**src/rtl/bat_pkg.sv**
```systemverilog
package bat_pkg;

    localparam int ADDR_W     = 32;
    localparam int PAGE_BITS  = 12;
    localparam int BLEN_SHIFT = 15;
    localparam int UVALID_BIT = 0;
    localparam int SVALID_BIT = 1;

    localparam logic [ADDR_W-1:0] TAG_MASK  = 32'hFFFE_0000;
    localparam logic [ADDR_W-1:0] BLEN_MASK = 32'h0000_1FFC;
    localparam logic [ADDR_W-1:0] PAGE_MASK = ~((32'd1 << PAGE_BITS) - 32'd1);

    typedef enum logic [1:0] {
        PP_DENY  = 2'd0,
        PP_RX_LO = 2'd1,
        PP_FULL  = 2'd2,
        PP_RX_HI = 2'd3
    } blk_pp_e;

    typedef struct packed {
        logic x;
        logic w;
        logic r;
    } prot_t;

    typedef struct packed {
        logic [ADDR_W-1:0] upper;
        logic [ADDR_W-1:0] lower;
    } blk_pair_t;

    typedef struct packed {
        logic              hit;
        logic [ADDR_W-1:0] pa;
        prot_t             prot;
    } blk_res_t;

    function automatic logic [ADDR_W-1:0] blk_mask(input logic [ADDR_W-1:0] upper,
                                                    input logic user);
        logic en;
        en = user ? upper[UVALID_BIT] : upper[SVALID_BIT];
        return en ? (TAG_MASK & ~((upper & BLEN_MASK) << BLEN_SHIFT)) : '0;
    endfunction

    function automatic prot_t blk_prot(input logic [1:0] code);
        prot_t p;
        case (blk_pp_e'(code))
            PP_DENY: p = '{x: 1'b0, w: 1'b0, r: 1'b0};
            PP_FULL: p = '{x: 1'b1, w: 1'b1, r: 1'b1};
            default: p = '{x: 1'b1, w: 1'b0, r: 1'b1};
        endcase
        return p;
    endfunction

endpackage

```
**src/rtl/bat_bank.sv**
```systemverilog
module bat_bank
    import bat_pkg::*;
#(
    parameter int NUM_ENTRIES = 4,
    parameter int SLOTS       = 4,
    parameter int IDX_W       = 2
) (
    input  logic                     clk,
    input  logic                     rst,
    input  logic                     wr_en,
    input  logic [IDX_W-1:0]         wr_idx,
    input  logic                     wr_lower,
    input  logic [ADDR_W-1:0]        wr_data,
    output blk_pair_t [SLOTS-1:0]    pairs
);

    for (genvar i = 0; i < SLOTS; i++) begin : g_slot
        if (i < NUM_ENTRIES) begin : g_live
            logic sel;
            assign sel = wr_en && (wr_idx == IDX_W'(i));

            always_ff @(posedge clk) begin
                if (rst) begin
                    pairs[i] <= '0;
                end else if (sel) begin
                    if (wr_lower) pairs[i].lower <= wr_data;
                    else          pairs[i].upper <= wr_data;
                end
            end
        end else begin : g_dead
            assign pairs[i] = '0;
        end
    end

endmodule

```
**src/rtl/bat_entry_eval.sv**
```systemverilog
module bat_entry_eval
    import bat_pkg::*;
(
    input  blk_pair_t          pair,
    input  logic [ADDR_W-1:0]  ea,
    input  logic               user,
    output blk_res_t           res
);

    logic [ADDR_W-1:0] mask;
    logic [ADDR_W-1:0] joined;

    always_comb begin
        mask     = blk_mask(pair.upper, user);
        joined   = (pair.lower & mask) | (ea & ~mask);
        res.hit  = (mask != '0) && ((ea & mask) == (pair.upper & TAG_MASK));
        res.pa   = joined & PAGE_MASK;
        res.prot = blk_prot(pair.lower[1:0]);
    end

endmodule

```
**src/rtl/bat_prio_sel.sv**
```systemverilog
module bat_prio_sel
    import bat_pkg::*;
#(
    parameter int SLOTS = 4
) (
    input  blk_res_t [SLOTS-1:0] cand,
    output blk_res_t             pick
);

    always_comb begin
        pick = '0;
        for (int i = SLOTS - 1; i >= 0; i--) begin
            if (cand[i].hit) pick = cand[i];
        end
    end

endmodule

```
**src/rtl/blk_xlate_match.sv**
```systemverilog
module blk_xlate_match
    import bat_pkg::*;
#(
    parameter int NUM_ENTRIES = 4,
    localparam int SLOTS      = (NUM_ENTRIES > 0) ? NUM_ENTRIES : 1,
    localparam int IDX_W      = (SLOTS > 1) ? $clog2(SLOTS) : 1
) (
    input  logic              clk,
    input  logic              rst,
    input  logic              wr_en,
    input  logic              wr_ibank,
    input  logic [IDX_W-1:0]  wr_idx,
    input  logic              wr_lower,
    input  logic [31:0]       wr_data,
    input  logic              req_valid,
    input  logic [31:0]       req_ea,
    input  logic              req_ifetch,
    input  logic              req_user,
    output logic              rsp_valid,
    output logic              rsp_hit,
    output logic [31:0]       rsp_pa,
    output logic [2:0]        rsp_prot
);

    localparam int NBANKS = 2; // index 0: data, index 1: instruction

    blk_pair_t [SLOTS-1:0] bank_pairs [NBANKS];
    blk_pair_t [SLOTS-1:0] search_set;
    blk_res_t  [SLOTS-1:0] cand;
    blk_res_t              winner;
    blk_res_t              found;
    blk_res_t              res_q;
    logic                  valid_q;

    for (genvar b = 0; b < NBANKS; b++) begin : g_bank
        logic bank_we;
        assign bank_we = wr_en && (wr_ibank == (b == 1));

        bat_bank #(
            .NUM_ENTRIES (NUM_ENTRIES),
            .SLOTS       (SLOTS),
            .IDX_W       (IDX_W)
        ) u_bank (
            .clk      (clk),
            .rst      (rst),
            .wr_en    (bank_we),
            .wr_idx   (wr_idx),
            .wr_lower (wr_lower),
            .wr_data  (wr_data),
            .pairs    (bank_pairs[b])
        );
    end

    assign search_set = req_ifetch ? bank_pairs[1] : bank_pairs[0];

    for (genvar i = 0; i < SLOTS; i++) begin : g_eval
        bat_entry_eval u_eval (
            .pair (search_set[i]),
            .ea   (req_ea),
            .user (req_user),
            .res  (cand[i])
        );
    end

    bat_prio_sel #(.SLOTS(SLOTS)) u_sel (
        .cand (cand),
        .pick (winner)
    );

    if (NUM_ENTRIES == 0) begin : g_empty
        assign found = '0;
    end else begin : g_search
        assign found = winner;
    end

    always_ff @(posedge clk) begin
        if (rst) begin
            valid_q <= 1'b0;
            res_q   <= '0;
        end else begin
            valid_q <= req_valid;
            res_q   <= req_valid ? found : '0;
        end
    end

    assign rsp_valid = valid_q;
    assign rsp_hit   = res_q.hit;
    assign rsp_pa    = res_q.pa;
    assign rsp_prot  = res_q.prot;

endmodule

```
**config.mk**
```make
export PLATFORM = sky130hd
export DESIGN_NAME = blk_xlate_match
export DESIGN_NICKNAME = d
export VERILOG_FILES = /design/src/rtl/bat_pkg.sv /design/src/rtl/bat_bank.sv /design/src/rtl/bat_entry_eval.sv /design/src/rtl/bat_prio_sel.sv /design/src/rtl/blk_xlate_match.sv
export SDC_FILE = /design/constraint.sdc
export NUM_CORES = 1
export LEC_CHECK = 0
export ABC_AREA = 1
export BUFFER_PORTS_ARGS = -buffer_cell sky130_fd_sc_hd__buf_2
export CAP_MARGIN = 20
export CORE_UTILIZATION = 40
export CTS_BUF_LIST = sky130_fd_sc_hd__clkbuf_8
export CTS_CLUSTER_SIZE = 16
export DETAILED_ROUTE_END_ITERATION = 6
export GPL_TIMING_DRIVEN = 0
export PLACE_DENSITY = 0.64
export SLEW_MARGIN = 10
export SYNTH_ARGS = -nofsm -noshare
export SYNTH_HDL_FRONTEND = slang
export SYNTH_SLANG_ARGS = --single-unit
```
**constraint.sdc**
```tcl
create_clock -name clk -period 2.2 [get_ports clk]
set_input_delay 0.33 -clock clk [delete_from_list [all_inputs] [get_ports clk]]
set_output_delay 0.33 -clock clk [all_outputs]
set_load 0.01 [all_outputs]
```
# == Yosys cells after proc, flatten, opt, wreduce, memory -nomap -nowiden ==
# Cells that the tools add are included.
# word_totals
ff_bits,549
in_bits,74
out_inout_bits,37
elab_cells,119
# op_classes
n_eq_ne,11
n_mux,17
bitwise,27
n_reduce_logical,41
# op_table
op,count
AND 32 bit,12
two-way mux 256 bit,1
two-way mux 36 bit,4
== test 32 bit,4
two-way mux 32 bit,4
NOT 28 -> 32 bit,4
NOT 32 bit,4
bitwise OR 32 bit,4
nonzero test 32 bit,4
AND reduction 2 bit,16
one-hot mux 3 bit (2 select lines),4
logical AND 1 bit,14
== test 2 bit (second input constant),6
zero test 2 bit,5
OR reduction 5 bit,1
two-way mux 1 bit,4
NOT 1 bit,3
== test 2 x 1 -> 1 bit (second input constant),1
OR reduction 2 bit,1

# == Logic depth before layout (Yosys ltp) ==
# Gate-level depths: netlist (run 1).
# depth
depth_word,10
mapped_depth,21
ltp_nobuf,18

# == Hierarchy ==
# A second synthesis (run 1) with hierarchy kept.
# hier_totals
cells_unflattened,5062
hier_area_um2,29914.9
# modules_own_cells
module,instances,cells_per_inst,area_each_um2,seq_area_each_um2
bat_bank,2,1585,10435.0,5124.9
blk_xlate_match,1,945,4362.9,740.7
bat_entry_eval (g_eval[1].u_eval ...),3,159,797.0,0.0
bat_prio_sel,1,311,1485.2,0.0
bat_entry_eval (g_eval[0].u_eval),1,159,805.8,0.0

# == Worst setup path before layout (run 1) ==
# No wires, ideal clock.
# synth_timing
kind,input to register
startpoint,input port req_ifetch
endpoint,register res_q (netlist bit rsp_pa[24])
setup_time_ns,0.070
t_arrival_ns,2.044
required_time_ns,2.130
slack_ns,0.086
path_stages,16
path_buffers,5
cell_sequence,buf_6 -> buf_8 -> buf_6 -> buf_6 -> o21ai_0 -> nand3_1 -> xor2_1 -> nand2_1 -> nor2_2 -> nand2_4 -> inv_2 -> buf_6 -> nand2_1 -> nand2_1 -> nand2_1 -> a21oi_1
# synth_via
elab_chain_cells,10
elab_cells_between_ends,49
classes_between,eq/ne: 4; mux: 13; bitwise: 24; reduce/logical: 8
# synth_rtl
element,line_no,rtl
start: declaration,blk_xlate_match.sv:17,"input logic req_ifetch,"
two-way mux 256 bit *,blk_xlate_match.sv:54,assign search_set = req_ifetch ? bank_pairs[1] : bank_pairs[0];
two-way mux 1 bit or NOT 28 -> 32 bit (tied branches),"bat_pkg.sv:40, bat_pkg.sv:41",
two-way mux 32 bit,bat_pkg.sv:41,return en ? (TAG_MASK & ~((upper & BLEN_MASK) << BLEN_SHIFT)) : '0;
AND 32 bit or NOT 32 bit (tied branches),"bat_entry_eval.sv:16, bat_entry_eval.sv:15",
== test 32 bit or AND 32 bit (tied branches),"bat_entry_eval.sv:16, bat_entry_eval.sv:15",
logical AND 1 bit or bitwise OR 32 bit (tied branches),"bat_entry_eval.sv:16, bat_entry_eval.sv:15",
two-way mux 36 bit (3 in a row),bat_prio_sel.sv:13,if (cand[i].hit) pick = cand[i];
two-way mux 36 bit *,bat_prio_sel.sv:13,
end signal: assignment,blk_xlate_match.sv:82,res_q <= req_valid ? found : '0;
end: declaration,blk_xlate_match.sv:32,blk_res_t res_q;
# Mark *: on every way between the ends. The rest lies on a longest branch, timed or not.
# A chain may end at the register's enable or synchronous reset.

# == Final worst setup path (run 1) ==
# layout_timing
startpoint,input port req_ea[24]
endpoint,register res_q (netlist bit rsp_pa[22])
# layout_via
elab_chain_cells,7
elab_cells_between_ends,16
classes_between,eq/ne: 4; mux: 4; bitwise: 4; reduce/logical: 4
# layout_rtl
element,line_no,rtl
start: declaration,blk_xlate_match.sv:16,"input logic [31:0] req_ea,"
AND 32 bit,bat_entry_eval.sv:16,res.hit = (mask != '0) && ((ea & mask) == (pair.upper & TAG_MASK));
== test 32 bit,bat_entry_eval.sv:16,
logical AND 1 bit,bat_entry_eval.sv:16,
two-way mux 36 bit (3 in a row),bat_prio_sel.sv:13,
two-way mux 36 bit *,bat_prio_sel.sv:13,
# Marks and branches as above.

==> results of run 1 <==
cells by family (layout without fill, tap and decap cells):
logic type,after synthesis,after routing
AND/OR/NAND/NOR,1036,1037
AO/OA/AOI/OAI,781,781
buffers and inverters,484,717
flip-flops,384,384
XOR/XNOR,13,13
multiplexers,4,4
other,1,13
metrics by stage:
| step | utilization, % | area, sq um |
|---|---|---|
| 2_1_floorplan | - | 18500 |
| 3_5_place_dp | 43.1 | 19600 |
| 3_3_place_gp | 43.1 | 19600 |
| 6_report | 48.7 | 22100 |
| 4_1_cts | 47.4 | 21500 |
| 5_1_grt | 48.7 | 22100 |
timing repair:
action | CTS | global route
setup endpoints to repair | 27 | 23
gates cloned | 3 | 2
hold endpoints to repair | 5 | 0
pin swaps | 31 | 58
hold buffers | 5 | 0
resized for setup | 126 | 134
buffers inserted | 17 | 14
flip-flops by register name (all words and copies together) (netlist names):
| name | cells |
|---|---|
| rsp_hit | 1 |
| rsp_prot | 2 |
| rsp_pa | 20 |
| g_bank.u_bank.pairs | 360 |
| rsp_valid | 1 |
worst max-delay path, delay by kind of cell:
kind	cells	cell delay (ns)
AO/OA/AOI/OAI	2	0.23
buffers and inverters	3	1.38
AND/OR/NAND/NOR	7	1.07
path summary, 6_finish.rpt:
path,slack [ns],end,cells after the start
worst max-delay path,-0.24,rsp_pa[22]$_SDFF_PP0_,12
worst min-delay path,0.07,g_bank[0].u_bank.pairs[100]$_SDFFE_PP0P_,3
worst max register to register,-0.20,rsp_pa[12]$_SDFF_PP0_,11
worst min register to register,0.44,g_bank[0].u_bank.pairs[53]$_SDFFE_PP0P_,2
power breakdown:
part	internal, uW	total, uW	switching [uW]
registers	7080	7130	51.0
logic	499	2020	1520
clock network	3750	7010	3260
layer usage:
metal  wire length, um  track usage, %  up-vias
met5                13               0        -
met4              6390            24.0        2
met3             11100            11.0      336
met2             36800            54.1     1363
met1             33700            46.1     9591
li1                  -               -     9259
synthesized netlist by cell type, types with 7 or more instances:
cell	instances
a21oi_1	341
o211ai_1	17
nor3_1	7
o21ai_1	10
buf_4	18
inv_1	254
o31ai_1	38
buf_6	22
xnor2_1	7
nand2_1	532
clkbuf_1	164
o21ai_0	343
buf_2	16
o21bai_1	14
nand3_1	233
nor2_1	216
nand4_1	26
dfxtp_1	384
final cells by class:
class | count | area share, %
well taps | 600 | 3.40
inverters | 260 | 4.47
diodes | 1 | 0.0113
plain buffers | 223 | 5.41
flip-flops and latches | 384 | 34.9
clock buffers | 86 | 5.36
repair buffers | 112 | 3.36
clock inverters | 36 | 0.935
multi-input cells | 1847 | 42.2
==> out/qor.yml, run 1 <==
floorplan:
  die_area_sq_um: 46900
  die_h_um: 217
  pin_count: 111
  rows: 78
  start_util_pct: 40.6
  coreArea_sq_um: 45400
  die_w_um: 217
detailed_routing:
  dr_total_vias: 20551
  drt_iter0_drc: 2652
  routed_wl_um: 88000
  avgViaCountPerCell: 5.79
  wl_per_cell_um: 24.8
  drtAntennaViolNets: 0
  first_pass_iters: 7
  drc: 1
timing:
  fin_skew_ns: 0.0286
  maxSlewViolCount: 0
  period_share_pct: 111
  worst_slack_ns: -0.244
  hold_viol_final: 0
  tightest_slew_ns: 1.28
  final-setup-viol-count: 23
  tns_ns: -4.32
  fin_crit_ns: 2.44
  max_freq_mhz: 409
  timing.slew.headroom_pct: 14.7
  timing.hold.ws_ns: 0.0681
  grt_setup_unrepaired: "yes"
synth:
  synth-simple-area-share_pct: 23.6
  yosys.area.top_type: "dfxtp_1"
  avgSynthCellArea_sq_um: 6.81
  yosys-top-cells-area: "dfxtp_1 (42%), nand2_1 (11%), o21ai_0 (9.3%), a21oi_1 (9.3%), nand3_1 (6.3%)"
  synth_top_family_by_area: "simple AND/OR/NAND/NOR gates"
  synth_cell_type_count: 42
  yosys-mux-area-fraction_pct: 0.217
  yosysWarnings: 0
  synthFlopType: "dfxtp_1"
  syn_inst: 2703
  yosysTopAreaCellShare_pct: 41.7
  ys_seq_area_share_pct: 41.7
  syn-cell-area_sq_um: 18400
  async_reset_ff_share_pct: 0
  ys_ff_latch: 384
  synth_xor_area_share_pct: 0.618
  synth-compound-area-share_pct: 22.5
  synth_edf_count: 0
  synth_fa_ha_area_share_pct: 0
critical_path:
  r2r-start: "g_bank[0].u_bank.pairs[171]$_SDFFE_PP0P_"
  worstSetupStartpointType: "input pin"
  crit_type: "input pin to register"
  crit_chain: "clkbuf_1 -> inv_1 -> nor2_2 -> o21ai_2 -> nor2_2 -> nand3_2 -> nor2_4 -> buf_6 -> nand3_1 -> nand2_2 -> nand2_2 -> a21oi_2"
  end_kind: "register"
  max_stage_delay_ns: 0.79
  path_max_fanout: 9
  critical_path.startpoint: "req_ea[24]"
  cp.required_ns: 2.80
  critPathArrivalTime_ns: 3.04
  critPathSlowestCell: "clkbuf_1"
status:
  run_status: "finished, violations left"
  violations: "DRC, setup timing"
clock_network:
  clkLatencyLatePin_ns: 0.69
  clockRootBuffer: "clkbuf_8"
  cts_buffer_depth: 3
  numCtsBuffers: 71
  cts.clk_slew.worst_paths_ns: 0.06
  clock_sinks: 384
  cts_tree: "built"
  htree_levels: 3
placed_design:
  io_buffers: 70
  dpl.hpwl_um: 61600
  place_inst: 3386
  gp_congestion: 1.05
  post-place-ws_ns: -1.17
global_routing:
  grt_pass1_wl_um: 125000
  antenna_found_initial: 4
  grt_max_degree: 11
  overflow: 0
  first_global_vias: 18897
  grt.total_usage_pct: 36.7
final_layout:
  num-fill-cells: 4677
  stdcell_count: 3549
  layout_common_cells: "nand2_1 (474), dfxtp_1 (374), a21oi_1 (322), o21ai_0 (319), inv_1 (277)"
  multi_input_area_sq_um: 9310
  finalNetCount: 2973
  final_common_cell: "nand2_1"
  area_growth_pct: 19.9
  seqCellArea_sq_um: 7700
  drive_above_1_share_pct: 14.7
flow_run:
  maxCapViolCount: 0
worst_hold_path:
  hp-class: "input pin to register"
  hold_start: "wr_data[4]"
power:
  totalPowerFinal_uw: 16200
  p_leak_uw: 0.00862
  power_density_nw_per_um2: 732
  vdd_ir_drop_max_mv: 0.352
No activity file was read; power rests on OpenSTA's default activity.
==> inputs of run 2 (changes only) <==
PLACE_DENSITY = 0.62   (was 0.64)
clock period = 3 ns   (was 2.2 ns; I/O delays follow)
==> out/qor.yml, run 2 (same netlist as run 1, synthesis figures left out) <==
timing:
  grt_setup_unrepaired: "no"
  fin_skew_ns: 0.0355  # +0.00688 ns
  period_share_pct: 96.5
  timing.slew.headroom_pct: 12.2  # -2.5 points
  hold_viol_final: 0  # unchanged
  timing.hold.ws_ns: 0.0274  # -0.0407 ns
  final-setup-viol-count: 0  # -100%
  max_freq_mhz: 345
  maxSlewViolCount: 0  # unchanged
  worst_slack_ns: 0.105  # +0.348 ns
  fin_crit_ns: 2.90
  tightest_slew_ns: 1.32  # +0.0368 ns
status:
  violations: "DRC"
  run_status: "finished, violations left"
global_routing:
  antenna_found_initial: 6  # +2
  grt_pass1_wl_um: 123000  # -1.1%
  grt.total_usage_pct: 36.2  # -0.48 points
  first_global_vias: 18843  # -0.29%
  grt_max_degree: 11  # unchanged
  overflow: 0  # unchanged
detailed_routing:
  first_pass_iters: 7  # unchanged
  drtAntennaViolNets: 0  # unchanged
  routed_wl_um: 85800  # -2.5%
  drt_iter0_drc: 2586  # -2.5%
  wl_per_cell_um: 24.4  # -1.5%
  avgViaCountPerCell: 5.75  # -0.74%
  drc: 7  # +6
  dr_total_vias: 20198  # -1.7%
critical_path:
  worstSetupStartpointType: "input pin"
  path_delay_family: "buffers and inverters"
  path_max_fanout: 10  # +1
  critPathArrivalTime_ns: 3.49  # +0.45 ns
  cp.required_ns: 3.59  # +0.79 ns
  critPathSlowestCell: "clkbuf_1"
  cp-endpoint: "rsp_pa[25]$_SDFF_PP0_"
  r2r-start: "g_bank[0].u_bank.pairs[167]$_SDFFE_PP0P_"
  critical_path.startpoint: "req_ea[18]"
  path_depth: 14  # +2
  end_kind: "register"
  worst-r2r-cell-count: 14  # +3
  r2r-end: "rsp_pa[20]$_SDFF_PP0_"
  cp_common_cell: "nand2_1"
  rrSetupSlack_ns: 0.19  # +0.39 ns
  crit_type: "input pin to register"
  crit_chain: "clkbuf_1 -> inv_1 -> o21bai_1 -> nand2_1 -> nor2_1 -> nand2_1 -> nor2_2 -> nand2_1 -> buf_2 -> nand2_1 -> inv_1 -> nand2_1 -> nand2_1 -> a21oi_1"
  crit_buf_inv: 4  # +1
  max_stage_delay_ns: 0.82  # +0.03 ns
floorplan:
  rows: 78  # unchanged
  die_area_sq_um: 46900  # unchanged
  coreArea_sq_um: 45400  # unchanged
  die_h_um: 217  # unchanged
  die_w_um: 217  # unchanged
  start_util_pct: 40.6  # unchanged
  pin_count: 111  # unchanged
power:
  p_leak_uw: 0.00819  # -4.9%
  vdd_ir_drop_max_mv: 0.280  # -20%
  power_density_nw_per_um2: 554  # -24%
clock_network:
  numCtsBuffers: 72  # +1.4%
  clock_sinks: 384  # unchanged
  clkLatencyLatePin_ns: 0.67  # -0.02 ns
  cts_tree: "built"
  clockRootBuffer: "clkbuf_8"
  htree_levels: 3  # unchanged
  post-cts-setup-buffers: 0  # -17
  cts.clk_slew.worst_paths_ns: 0.06  # about the same
  cts_buffer_depth: 3  # unchanged
final_layout:
  finalNetCount: 2937  # -1.2%
  largest_register_ffs: 360  # unchanged
  layout_common_cells: "nand2_1 (531), dfxtp_1 (384), o21ai_0 (341), a21oi_1 (341), inv_1 (281)"
  area_growth_pct: 14.0
  drive_above_1_share_pct: 8.93  # -5.8 points
  final_common_cell: "nand2_1"
  regMostFlops: "g_bank.u_bank.pairs"
  num-fill-cells: 4795  # +2.5%
placed_design:
  dpl.hpwl_um: 61500  # -0.23%
  io_buffers: 70  # unchanged
  post-place-ws_ns: -0.504  # +0.670 ns
  gp_congestion: 1.01  # -3.7%
worst_hold_path:
  hp-class: "input pin to register"
  hold_start: "req_ea[12]"
flow_run:
  maxCapViolCount: 0  # unchanged
## run 2: cell count changes in the layout (fill, tap and decap cells not counted), moves of 14 or more
cell     previous run  this run
nand3_1           219       233
a21oi_2            22         6
nor2_1            202       216
a21oi_1           322       341
o21ai_1            26        12
nand2_2            39         4
buf_4              44        18
nand2_1           474       531
o21ai_0           319       341
nand2_4            22         2
## run 2: metal layers
| layer | wire length, um | track usage [%] | vias up |
|---|---|---|---|
| met5 | 0 | 0 | - |
| met4 | 6710 | 26.2 | 0 |
| met3 | 10700 | 10.0 | 322 |
| met2 | 35200 | 53.3 | 1320 |
| met1 | 33100 | 45.2 | 9376 |
| li1 | - | - | 9180 |
## run 2: final cells by class
type | count | area [sq um] | share of cell area (%)
diodes | 2 | 5.00 | 0.0238
plain buffers | 224 | 1110 | 5.27
clock buffers | 90 | 1240 | 5.90
clock inverters | 33 | 136 | 0.649
inverters | 260 | 978 | 4.66
multi-input cells | 1846 | 8700 | 41.4
flip-flops and latches | 384 | 7690 | 36.6
well taps | 600 | 751 | 3.57
repair buffers | 75 | 402 | 1.91
## run 2: worst min-delay path by stage
stage / to / slack [ns] / depth (start not counted)
floorplan: g_bank[0].u_bank.pairs[0]$_SDFFE_PP0P_ / 0.42 / 2
global placement: g_bank[0].u_bank.pairs[50]$_SDFFE_PP0P_ / 0.43 / 2
detailed placement: g_bank[0].u_bank.pairs[54]$_SDFFE_PP0P_ / 0.43 / 2
CTS: rsp_pa[12]$_SDFF_PP0_ / 0.001 / 3
global route: rsp_pa[13]$_SDFF_PP0_ / 0.03 / 3
finish: rsp_pa[12]$_SDFF_PP0_ / 0.03 / 3
## run 2: through the flow
stage | area (sq um) | setup TNS, ns | utilization, % | cells | total power, uW
global placement | 19600 | -13.64 | 43.1 | 3384 | 6630
global route | 21000 | 0 | 46.3 | 3512 | 11900
detailed placement | 19600 | -8.18 | 43.1 | 3386 | 6650
finish | 21000 | 0 | 46.3 | 3514 | 11600
floorplan | 18500 | 0 | - | 2714 | 6050
CTS | 21000 | 0 | 46.2 | 3511 | 11600
## run 2: report_power, final
group / switching (uW) / internal (uW) / total (uW)
Clock: 2350 / 2670 / 5020
Sequential: 37.7 / 5190 / 5230
Combinational: 1060 / 326 / 1380
## run 2: what timing repair did
| action | 4_1_cts | 5_1_grt |
|---|---|---|
| hold buffers | 2 | 0 |
| endpoints found under the setup margin | 0 | 5 |
| resized for setup | 0 | 6 |
| endpoints found under the hold margin | 2 | 0 |
## run 2: tightest hold or removal path: stages
cell    delay (ns)
buf_2         0.09
inv_1         0.04
nor2_1        0.03
